**src/rtl/irq_prio_pkg.sv**
```systemverilog
package irq_prio_pkg;
  // Register bank select, taken from the top two address bits.
  typedef enum logic [1:0] {
    BANK_CTL = 2'd0,
    BANK_NONE = 2'd1,
    BANK_PEND = 2'd2,
    BANK_SERV = 2'd3
  } bank_e;

  localparam int unsigned CTL_TPR = 0;
  localparam int unsigned CTL_PPR = 1;
endpackage

```
**src/rtl/irq_hi_find.sv**
```systemverilog
// Finds the highest set bit of a wide vector in two levels: within words, then across words.
module irq_hi_find #(
  parameter int unsigned NBITS  = 256,
  parameter int unsigned WORD_W = 32
) (
  input  logic [NBITS-1:0]         bits,
  output logic                     any,
  output logic [$clog2(NBITS)-1:0] idx
);
  localparam int unsigned NW = NBITS / WORD_W;
  localparam int unsigned LW = $clog2(WORD_W);
  localparam int unsigned WW = $clog2(NW);

  logic [NW-1:0] word_any;
  logic [LW-1:0] word_loc [NW];

  genvar w;
  generate
    for (w = 0; w < NW; w++) begin : g_word
      logic [WORD_W-1:0] slice;
      assign slice = bits[w*WORD_W +: WORD_W];
      assign word_any[w] = |slice;
      always_comb begin
        word_loc[w] = '0;
        for (int b = 0; b < WORD_W; b++) begin
          if (slice[b]) word_loc[w] = LW'(b);
        end
      end
    end
  endgenerate

  logic [WW-1:0] wsel;
  always_comb begin
    wsel = '0;
    for (int i = 0; i < NW; i++) begin
      if (word_any[i]) wsel = WW'(i);
    end
  end

  assign any = |word_any;
  assign idx = {wsel, word_loc[wsel]};
endmodule

```
**src/rtl/irq_prio_ppr.sv**
```systemverilog
// Derives the processor priority and decides whether the top pending vector may be delivered.
module irq_prio_ppr #(
  parameter int unsigned VEC_W = 8,
  parameter int unsigned CLS_W = 4
) (
  input  logic [VEC_W-1:0] tpr,
  input  logic             isr_any,
  input  logic [VEC_W-1:0] isr_hi,
  input  logic             irr_any,
  input  logic [VEC_W-1:0] irr_hi,
  output logic [VEC_W-1:0] ppr,
  output logic             deliver
);
  localparam int unsigned SUB_W = VEC_W - CLS_W;

  logic [CLS_W-1:0] tpr_cls, isr_cls, irr_cls, ppr_cls;

  assign tpr_cls = tpr[VEC_W-1 -: CLS_W];
  assign isr_cls = isr_hi[VEC_W-1 -: CLS_W];
  assign irr_cls = irr_hi[VEC_W-1 -: CLS_W];

  always_comb begin
    if (!isr_any || tpr_cls >= isr_cls) ppr = tpr;
    else                                ppr = {isr_cls, {SUB_W{1'b0}}};
  end

  assign ppr_cls = ppr[VEC_W-1 -: CLS_W];
  assign deliver = irr_any && (irr_cls > ppr_cls);
endmodule

```
**src/rtl/irq_prio_ctrl.sv**
```systemverilog
module irq_prio_ctrl #(
  parameter int unsigned NUM_VEC = 256,
  parameter int unsigned WORD_W  = 32,
  parameter int unsigned CLS_W   = 4,
  localparam int unsigned VEC_W  = $clog2(NUM_VEC),
  localparam int unsigned NWORDS = NUM_VEC / WORD_W,
  localparam int unsigned WIDX_W = $clog2(NWORDS),
  localparam int unsigned ADDR_W = WIDX_W + 2
) (
  input  logic              clk,
  input  logic              rst,
  input  logic              acc_valid,
  input  logic [VEC_W-1:0]  acc_vec,
  input  logic              ack,
  output logic              ack_valid,
  output logic [VEC_W-1:0]  ack_vec,
  input  logic              eoi_wr,
  input  logic              reg_wr,
  input  logic [ADDR_W-1:0] reg_addr,
  input  logic [WORD_W-1:0] reg_wdata,
  output logic [WORD_W-1:0] reg_rdata,
  output logic              irq_req,
  output logic [VEC_W-1:0]  irq_vec
);
  import irq_prio_pkg::*;

  localparam logic [NUM_VEC-1:0] ONE = {{(NUM_VEC-1){1'b0}}, 1'b1};

  logic [NUM_VEC-1:0] irr_q, isr_q;
  logic [VEC_W-1:0]   tpr_q;

  logic               irr_any, isr_any, deliver;
  logic [VEC_W-1:0]   irr_hi, isr_hi, ppr;

  irq_hi_find #(.NBITS(NUM_VEC), .WORD_W(WORD_W)) u_find_irr (
    .bits(irr_q), .any(irr_any), .idx(irr_hi)
  );

  irq_hi_find #(.NBITS(NUM_VEC), .WORD_W(WORD_W)) u_find_isr (
    .bits(isr_q), .any(isr_any), .idx(isr_hi)
  );

  irq_prio_ppr #(.VEC_W(VEC_W), .CLS_W(CLS_W)) u_ppr (
    .tpr(tpr_q), .isr_any(isr_any), .isr_hi(isr_hi),
    .irr_any(irr_any), .irr_hi(irr_hi),
    .ppr(ppr), .deliver(deliver)
  );

  // Update masks; ordering within one edge follows R10.
  logic               take;
  logic               acc_ok;
  logic [NUM_VEC-1:0] ack_mask, acc_mask, eoi_mask;

  assign take     = ack && deliver;
  assign acc_ok   = acc_valid && (acc_vec[VEC_W-1 -: CLS_W] != '0);
  assign ack_mask = take ? (ONE << irr_hi) : '0;
  assign acc_mask = acc_ok ? (ONE << acc_vec) : '0;
  assign eoi_mask = (eoi_wr && isr_any) ? (ONE << isr_hi) : '0;

  // Register port decode.
  bank_e             bank;
  logic [WIDX_W-1:0] widx;
  logic [WORD_W-1:0] rd_mux;
  logic              tpr_wr;

  assign bank   = bank_e'(reg_addr[ADDR_W-1 -: 2]);
  assign widx   = reg_addr[WIDX_W-1:0];
  assign tpr_wr = reg_wr && (reg_addr == ADDR_W'(CTL_TPR));

  always_comb begin
    rd_mux = '0;
    case (bank)
      BANK_CTL: begin
        if (widx == WIDX_W'(CTL_TPR))      rd_mux = WORD_W'(tpr_q);
        else if (widx == WIDX_W'(CTL_PPR)) rd_mux = WORD_W'(ppr);
      end
      BANK_PEND: rd_mux = irr_q[widx*WORD_W +: WORD_W];
      BANK_SERV: rd_mux = isr_q[widx*WORD_W +: WORD_W];
      default:   rd_mux = '0;
    endcase
  end

  logic unused_wdata;
  assign unused_wdata = ^reg_wdata[WORD_W-1:VEC_W];

  always_ff @(posedge clk) begin
    if (rst) begin
      irr_q     <= '0;
      isr_q     <= '0;
      tpr_q     <= '0;
      irq_req   <= 1'b0;
      irq_vec   <= '0;
      ack_valid <= 1'b0;
      ack_vec   <= '0;
      reg_rdata <= '0;
    end else begin
      irr_q     <= (irr_q & ~ack_mask) | acc_mask;
      isr_q     <= (isr_q & ~eoi_mask) | ack_mask;
      if (tpr_wr) tpr_q <= reg_wdata[VEC_W-1:0];
      irq_req   <= deliver;
      irq_vec   <= deliver ? irr_hi : '0;
      ack_valid <= take;
      ack_vec   <= take ? irr_hi : '0;
      reg_rdata <= rd_mux;
    end
  end
endmodule

```
**config.mk**
```make
export PLATFORM = sky130hd
export DESIGN_NAME = irq_prio_ctrl
export DESIGN_NICKNAME = d
export VERILOG_FILES = /design/src/rtl/irq_prio_pkg.sv /design/src/rtl/irq_hi_find.sv /design/src/rtl/irq_prio_ppr.sv /design/src/rtl/irq_prio_ctrl.sv
export SDC_FILE = /design/constraint.sdc
export NUM_CORES = 2
export LEC_CHECK = 0
export ABC_AREA = 1
export BUFFER_PORTS_ARGS = -buffer_cell sky130_fd_sc_hd__buf_2
export CAP_MARGIN = 20
export CORE_MARGIN = 10
export CORE_UTILIZATION = 55
export DETAILED_ROUTE_END_ITERATION = 8
export MAX_ROUTING_LAYER = met4
export PLACE_DENSITY = 0.81
export SLEW_MARGIN = 20
export SYNTH_ARGS = -nofsm -noshare
export SYNTH_HDL_FRONTEND = slang
export SYNTH_SLANG_ARGS = --single-unit
```
**constraint.sdc**
```tcl
create_clock -name clk -period 5.9 [get_ports clk]
set_input_delay 1.18 -clock clk [delete_from_list [all_inputs] [get_ports clk]]
set_output_delay 1.18 -clock clk [all_outputs]
set_load 0.01 [all_outputs]
```
## After elaboration in Yosys (flattened, before gate mapping)

Cells that the tools add are included.

| cells by class | value |
|---|---|
| reductions and logical operators | 29 |
| $lt $le $gt $ge | 4 |
| mux-type cells | 523 |
| shifts and indexed selects | 5 |
| bitwise logic cells | 10 |
| equal/unequal tests | 3 |

Operators with widths:

| cell | number |
|---|---|
| 2-to-1 mux 5 bit | 260 |
| 2-to-1 mux 256 bit | 3 |
| << shifter 1 x 8 -> 256 bit (first input constant) | 3 |
| AND 256 bit | 2 |
| 2-to-1 mux 4 bit | 128 |
| inverter 256 bit | 2 |
| bitwise OR 256 bit | 2 |
| OR reduction 256 bit | 2 |
| indexed part select 256 x 9 -> 32 bit | 2 |
| OR reduction 32 bit | 14 |
| 2-to-1 mux 3 bit | 72 |
| case mux 32 bit (3 select lines) | 1 |
| 2-to-1 mux 2 bit | 36 |
| binary-select mux 5 bit (select 3 bit) | 2 |
| 2-to-1 mux 8 bit | 3 |
| 2-to-1 mux 1 bit | 18 |
| >= comparator 4 bit (second input constant) | 2 |
| inverter 3 -> 4 bit | 2 |
| logical AND 1 bit | 5 |
| logical NOT 5 bit | 1 |
| equality test 2 bit (second input constant) | 2 |
| >= comparator 4 bit | 1 |
| > comparator 4 bit | 1 |
| nonzero test 4 bit | 1 |
| 7 further kinds | 9 |

| storage, ports and cells | value |
|---|---|
| input port bits | 51 |
| flip-flop bits (word level) | 570 |
| word-level logic and storage cells | 582 |

## Depth between registers and ports, before layout

| depth | value |
|---|---|
| depth after elaboration | 44 |
| gate-level depth with buffers | 43 |
| depth with buffers taken out | 40 |

## Hierarchy

Synthesis repeated with hierarchy kept, for this count alone.

| second synthesis, totals | value |
|---|---|
| cells, all modules | 6,104 |
| area, all modules | 35,262.6 sq um |

Modules (own cells, without submodules):

| module | cells an instance | area each (sq um) | sequential area each (sq um) | times used |
|---|---|---|---|---|
| irq_prio_ctrl | 4,258 | 27,525.1 | 11,410.9 | 1 |
| irq_hi_find | 891 | 3,652.3 | 0.0 | 2 |
| irq_prio_ppr | 64 | 432.9 | 0.0 | 1 |

## Worst setup path before layout

No wires, ideal clock.

| timing path | value |
|---|---|
| path type | flip-flop to flip-flop |
| from | reg isr_q[253] |
| to | reg irr_q[254] |
| required time | 5.768 ns |
| slack | 0.375 ns |
| period minus slack after synthesis | 5.525 ns |
| cell stages (with the launch flop) | 34 |
| library setup time | 0.132 ns |
| path buffers | 4 |
| arrival time | 5.393 ns |
| path through | dfxtp_1 nor2_1 nand3_1 nor2_1 nand2_1 nor4_1 nand2_1 nor2_1 inv_2 clkbuf_1 a32o_1 o21ai_2 buf_2 ha_1 inv_1 a21boi_0 o21ai_0 nand2_1 a21oi_1 nand2_1 nand2_1 o21ai_0 ha_1 nand2_1 nor2_1 a211oi_1 a41oi_1 nand3_1 nor2_1 clkbuf_1 buf_1 nand4_1 nand2_1 a21oi_1 |

| on the way | value |
|---|---|
| word-level cells in the longest chain between the ends | 16 |
| elaborated cells on any way between the ends | 21 |
| those cells by class | order compare: 2; mux: 9; bitwise: 4; reduce/logical: 6 |

Ends and longest elaborated chain:

| what | RTL line | RTL |
|---|---|---|
| from (decl) | irq_prio_ctrl.sv:29 | `logic [NUM_VEC-1:0] irr_q, isr_q;` |
| from (signal assigned) | irq_prio_ctrl.sv:98 | `isr_q <= (isr_q & ~eoi_mask) \| ack_mask;` |
| OR reduction 32 bit or 2-to-1 mux 5 bit (tied branches) | irq_hi_find.sv:22, irq_hi_find.sv:26 |  |
| 2-to-1 mux 3 bit or 2-to-1 mux 5 bit (tied branches) | irq_hi_find.sv:36, irq_hi_find.sv:26 |  |
| inverter 3 -> 4 bit (not written as such) or 2-to-1 mux 5 bit (tied branches) | irq_hi_find.sv:41, irq_hi_find.sv:26 |  |
| binary-select mux 5 bit (select 3 bit) | irq_hi_find.sv:41 | `assign idx = {wsel, word_loc[wsel]};` |
| 2-to-1 mux 5 bit (not written as such) (2 in series) | irq_hi_find.sv:41 |  |
| >= comparator 4 bit | irq_prio_ppr.sv:23 | `if (!isr_any \|\| tpr_cls >= isr_cls) ppr = tpr;` |
| logical OR 1 bit | irq_prio_ppr.sv:23 |  |
| 2-to-1 mux 8 bit * | irq_prio_ppr.sv:23 |  |
| > comparator 4 bit * | irq_prio_ppr.sv:28 | `assign deliver = irr_any && (irr_cls > ppr_cls);` |
| logical AND 1 bit * | irq_prio_ppr.sv:28 |  |
| logical AND 1 bit * | irq_prio_ctrl.sv:54 | `assign take = ack && deliver;` |
| 2-to-1 mux 256 bit * | irq_prio_ctrl.sv:56 | `assign ack_mask = take ? (ONE << irr_hi) : '0;` |
| inverter 256 bit * | irq_prio_ctrl.sv:97 | `irr_q <= (irr_q & ~ack_mask) \| acc_mask;` |
| AND 256 bit * | irq_prio_ctrl.sv:97 |  |
| bitwise OR 256 bit * | irq_prio_ctrl.sv:97 |  |
| to (signal assigned) | irq_prio_ctrl.sv:97 |  |
| to (decl) | irq_prio_ctrl.sv:29 |  |

Every way passes the cells marked *; elsewhere a longest branch is shown, timed or not. The select of a mux whose other input is x is not followed.
A chain may end at the register's enable or synchronous reset.

## Worst setup path after layout

| timing path | value |
|---|---|
| from | reg isr_q[177] |
| to | reg irr_q[205] |

| on the way | value |
|---|---|
| word-level cells in the longest chain between the ends | 28 |
| elaborated cells on any way between the ends | 35 |
| those cells by class | order compare: 2; mux: 23; bitwise: 4; reduce/logical: 6 |

Ends and longest elaborated chain:

| what | RTL line | RTL |
|---|---|---|
| 2-to-1 mux 5 bit (15 in series) | irq_hi_find.sv:26 | `if (slice[b]) word_loc[w] = LW'(b);` |
| binary-select mux 5 bit (select 3 bit) | irq_hi_find.sv:41 |  |
| 2-to-1 mux 5 bit (not written as such) (2 in series) | irq_hi_find.sv:41 |  |
| >= comparator 4 bit | irq_prio_ppr.sv:23 |  |
| logical OR 1 bit | irq_prio_ppr.sv:23 |  |
| 2-to-1 mux 8 bit * | irq_prio_ppr.sv:23 |  |
| > comparator 4 bit * | irq_prio_ppr.sv:28 |  |
| logical AND 1 bit * | irq_prio_ppr.sv:28 |  |
| logical AND 1 bit * | irq_prio_ctrl.sv:54 |  |
| 2-to-1 mux 256 bit * | irq_prio_ctrl.sv:56 |  |
| inverter 256 bit * | irq_prio_ctrl.sv:97 |  |
| AND 256 bit * | irq_prio_ctrl.sv:97 |  |
| bitwise OR 256 bit * | irq_prio_ctrl.sv:97 |  |

Marked as above.

==> impl_results.rst <==
.. list-table::
   :header-rows: 1

   * - Metric
     - Value
   * - Outcome
     - finished with violations
   * - Failing checks
     - design-rule violations
   * - Layout Skew
     - 0.0251 ns
   * - Biggest area contributors in the synthesized netlist
     - sky130_fd_sc_hd__dfxtp_1 33%, sky130_fd_sc_hd__nand2_1 18%, sky130_fd_sc_hd__nand4_1 10%, sky130_fd_sc_hd__a21oi_1 9.4%, sky130_fd_sc_hd__inv_1 5.7%
   * - HPWL reported at the end of detailed placement
     - 124000 um
   * - Area delta synth->final
     - 19.0%
   * - Kind of start point of the critical path
     - register
   * - Launch instance of the worst register-to-register path
     - isr_q[177]$_SDFF_PP0_
   * - Int Pwr
     - 7180 uW
   * - Synth area leader
     - sky130_fd_sc_hd__dfxtp_1
   * - Ys flop type
     - sky130_fd_sc_hd__dfxtp_1
   * - Critical hold path startpoint
     - irr_q[7]$_SDFF_PP0_
   * - Power share of the clock group
     - 38.7%
   * - Final-report max-slew violation count
     - 0
   * - Setup violation total in the final timing report
     - 0
   * - CP Data Required Time
     - 6.36 ns
   * - Bufs and invs on worst path
     - 10
   * - Average wire per standard cell
     - 26.4 um
   * - GPL Wtd Cong
     - 1.18
   * - Global routing usage summed across all routing layers
     - 46.6%
   * - Slew of the pin with the lowest slew margin
     - 1.34 ns
   * - Width of the die
     - 271 um
   * - Average instance area after synthesis
     - 6.09 sq um
   * - Number of standard-cell rows in the floorplan
     - 91
   * - Number of antenna violations at the first check in global routing
     - 14
   * - Clock Pin Slew Worst Setup and Hold Paths
     - 0.06 ns
   * - Wire length of the first global-routing pass
     - 253000 um
   * - Combined area of all synthesized cells
     - 0.0346 sq mm
   * - Number of global-route vias before repair
     - 39800
   * - Detailed Route WL
     - 177000 um
   * - Relative slew margins
     - 10.4%
   * - Count of distinct cell types in the synthesized netlist
     - 44
   * - Number of buffers created by CTS
     - 66
   * - Largest stage delay, worst path
     - 0.35 ns
   * - Leading post-synthesis cells by instance count
     - 1661 x sky130_fd_sc_hd__nand2_1, 648 x sky130_fd_sc_hd__a21oi_1, 570 x sky130_fd_sc_hd__dfxtp_1
   * - Psw
     - 4170 uW
   * - Data arrival at the endpoint of the critical path
     - 6.33 ns
   * - Top achievable clock speed
     - 0.170 GHz
   * - Worst-path fanout max
     - 6
   * - Post-detailed-route DRC marker count
     - 14
   * - CTS Root Cell
     - sky130_fd_sc_hd__clkbuf_16
   * - Crit-path slowest cell
     - sky130_fd_sc_hd__ha_1
   * - Library cell appearing most often on the critical path
     - sky130_fd_sc_hd__nand2_1
   * - DRC violation total after the first TritonRoute iteration
     - 8847
   * - Final hold violations
     - 0
   * - Yosys warning total
     - 0
   * - Fraction of power spent switching nets
     - 36.7%
   * - Async S/R FF share, synth
     - 0%
   * - Post-layout power
     - 11400 uW
   * - Relative contribution of sequential cells to total power
     - 34.3%
   * - First-pass iteration count of the detailed router
     - 9
   * - Largest voltage drop on the vdd net
     - 0.257 mV
   * - RSZ-0062 raised after global routing
     - true
   * - Number of register bits inferred by synthesis
     - 570
   * - Starting density of the core
     - 55.8%
   * - Sink count of the clock tree
     - 570
   * - Beginning of the critical path
     - isr_q[177]$_SDFF_PP0_
   * - Max H-tree Level
     - 3
   * - Number of maximum-capacitance constraint violations
     - 0
   * - Final period util
     - 99.5%
   * - Top-count cell post-synth
     - sky130_fd_sc_hd__nand2_1
   * - Layout cells sized above 1
     - 12.9%
   * - Type of the worst setup path
     - reg2reg
   * - Net count after synthesis
     - 5734
   * - Static leakage
     - 0.0156 uW
   * - Finished Cell Area
     - 0.0411 sq mm
   * - Post-synth EDFFs
     - 0
   * - Critical path endpoint category
     - register
   * - Total placed cells including tap cells
     - 6556
   * - Core ar.
     - 0.0619 sq mm
   * - Detailed-route via count
     - 44800
   * - Combinational share of power
     - 27.1%
   * - Top-area cell type share of the netlist area
     - 33.0%
   * - Maximum count of clock buffers along a single path
     - 3
   * - Total placed instance area
     - 0.0379 sq mm
   * - Via-to-Cell Ratio
     - 6.67
   * - Post-route antenna net violation count
     - 0
   * - Clock tree from TritonCTS
     - yes
   * - Proportion of synthesized chip area in sequential cells
     - 33.0%
   * - Largest net degree at the start of global routing
     - 194
   * - Remaining Overflow, GRT
     - 0
   * - Non-Filler Instances
     - 6714
   * - Die ar.
     - 0.0733 sq mm
   * - Clk Latency, worst-skew pair
     - 0.64 ns
   * - HP Class
     - reg2reg
   * - Final worst path period need
     - 5.87 ns
   * - Kind of cell adding the most delay to the critical path
     - simple AND/OR/NAND/NOR gates
   * - Die Span Y
     - 271 um
   * - Ports placed on the boundary
     - 101
   * - Power per unit of standard cell area
     - 276 mW/mm^2
   * - Number of port buffers
     - 76
   * - Gate Count Post-Synth
     - 5675
   * - Number of nets in the layout
     - 5878
-- tightest hold or removal path, delay by kind of cell (launching register included) --
family,cells,cell delay (ns)
flip-flops,1,0.31
AND/OR/NAND/NOR,2,0.09
-- cell type report --
cell class	instances	area [sq um]
sequential	570	11400
clock buffer	94	1910
multi-input combinational	4166	20200
clock inverter	19	320
timing repair buffer	473	4140
tap	837	1050
antenna	13	32.5
inverter	542	2060
fill	5767	20800
-- cells by family (layout without fill, tap and decap cells) --
kind of cell,count (synthesis),count (layout),synth area share (%)
and+or+nand+nor,3040,3040,38.9
AOI/OAI and AO/OA,1118,1118,17.5
buffers and inverters,939,1128,10.3
DFF,570,570,33.0
adders and majority gates,8,8,0.290
other,0,13,0
-- flip-flops by register name (all words and copies together) (netlist names) --
register / flops
ack_valid: 1
ack_vec: 8
irq_req: 1
irq_vec: 8
irr_q: 256
isr_q: 256
reg_rdata: 32
tpr_q: 8
-- cells in the final DEF, fill, tap and decap left out, types with 76 or more instances in the layout --
cell type and instances:
sky130_fd_sc_hd__buf_4 332, sky130_fd_sc_hd__nand3_1 143, sky130_fd_sc_hd__nand4_1 561, sky130_fd_sc_hd__a21oi_1 641
sky130_fd_sc_hd__nand2_1 1633, sky130_fd_sc_hd__inv_1 511, sky130_fd_sc_hd__o21ai_0 240, sky130_fd_sc_hd__o211ai_1 76
sky130_fd_sc_hd__nor2_1 438, sky130_fd_sc_hd__nor3_1 76, sky130_fd_sc_hd__dfxtp_1 565
-- power groups by stage --
stage / sequential, uW / combinational, uW / clock, uW
finish: 3890 / 3070 / 4390
CTS: 3890 / 2740 / 4330
global route: 3890 / 3040 / 4500
global placement: 3970 / 2650 / 0
detailed placement: 3970 / 2650 / 0
floorplan: 3980 / 1330 / 0
-- final timing paths --
path	to	slack [ns]	cells past startpoint
worst min-delay path	irr_q[7]$_SDFF_PP0_	0.44	2
worst max-delay path	irr_q[205]$_SDFF_PP0_	0.03	39
worst max register to register	irr_q[205]$_SDFF_PP0_	0.03	39
worst min register to register	irr_q[7]$_SDFF_PP0_	0.44	2
-- metrics by stage --
| step | util (%) | setup TNS (ns) | hold WS (ns) | setup WS (ns) |
|---|---|---|---|---|
| after floorplan | - | 0 | 0.419 | 0.375 |
| after global placement | 61.1 | -85.51 | 0.426 | -0.287 |
| after detailed placement | 61.1 | -127.87 | 0.434 | -0.366 |
| after CTS | 65.4 | 0 | 0.445 | 0.00778 |
| after global routing | 66.4 | -4.36 | 0.473 | -0.118 |
| final | 66.4 | 0 | 0.444 | 0.0293 |
-- repair_timing --
item / in CTS / in global routing
buffers inserted: 16 / 9
setup endpoints to repair: 510 / 520
resized for setup: 41 / 123
cloned: 4 / 5
pin swaps: 16 / 52
hold buffers: 0 / 0
-- routing by layer --
layer  GRT usage [%]  part of all wire, %  vias up
met4            26.6                  7.4        0
met3            22.2                   19      932
met5               -                    0        -
met2            61.4                   38     4083
li1                -                    -    19400
met1            57.0                   36    20300
Note: power is estimated with default switching activity, not from simulation.
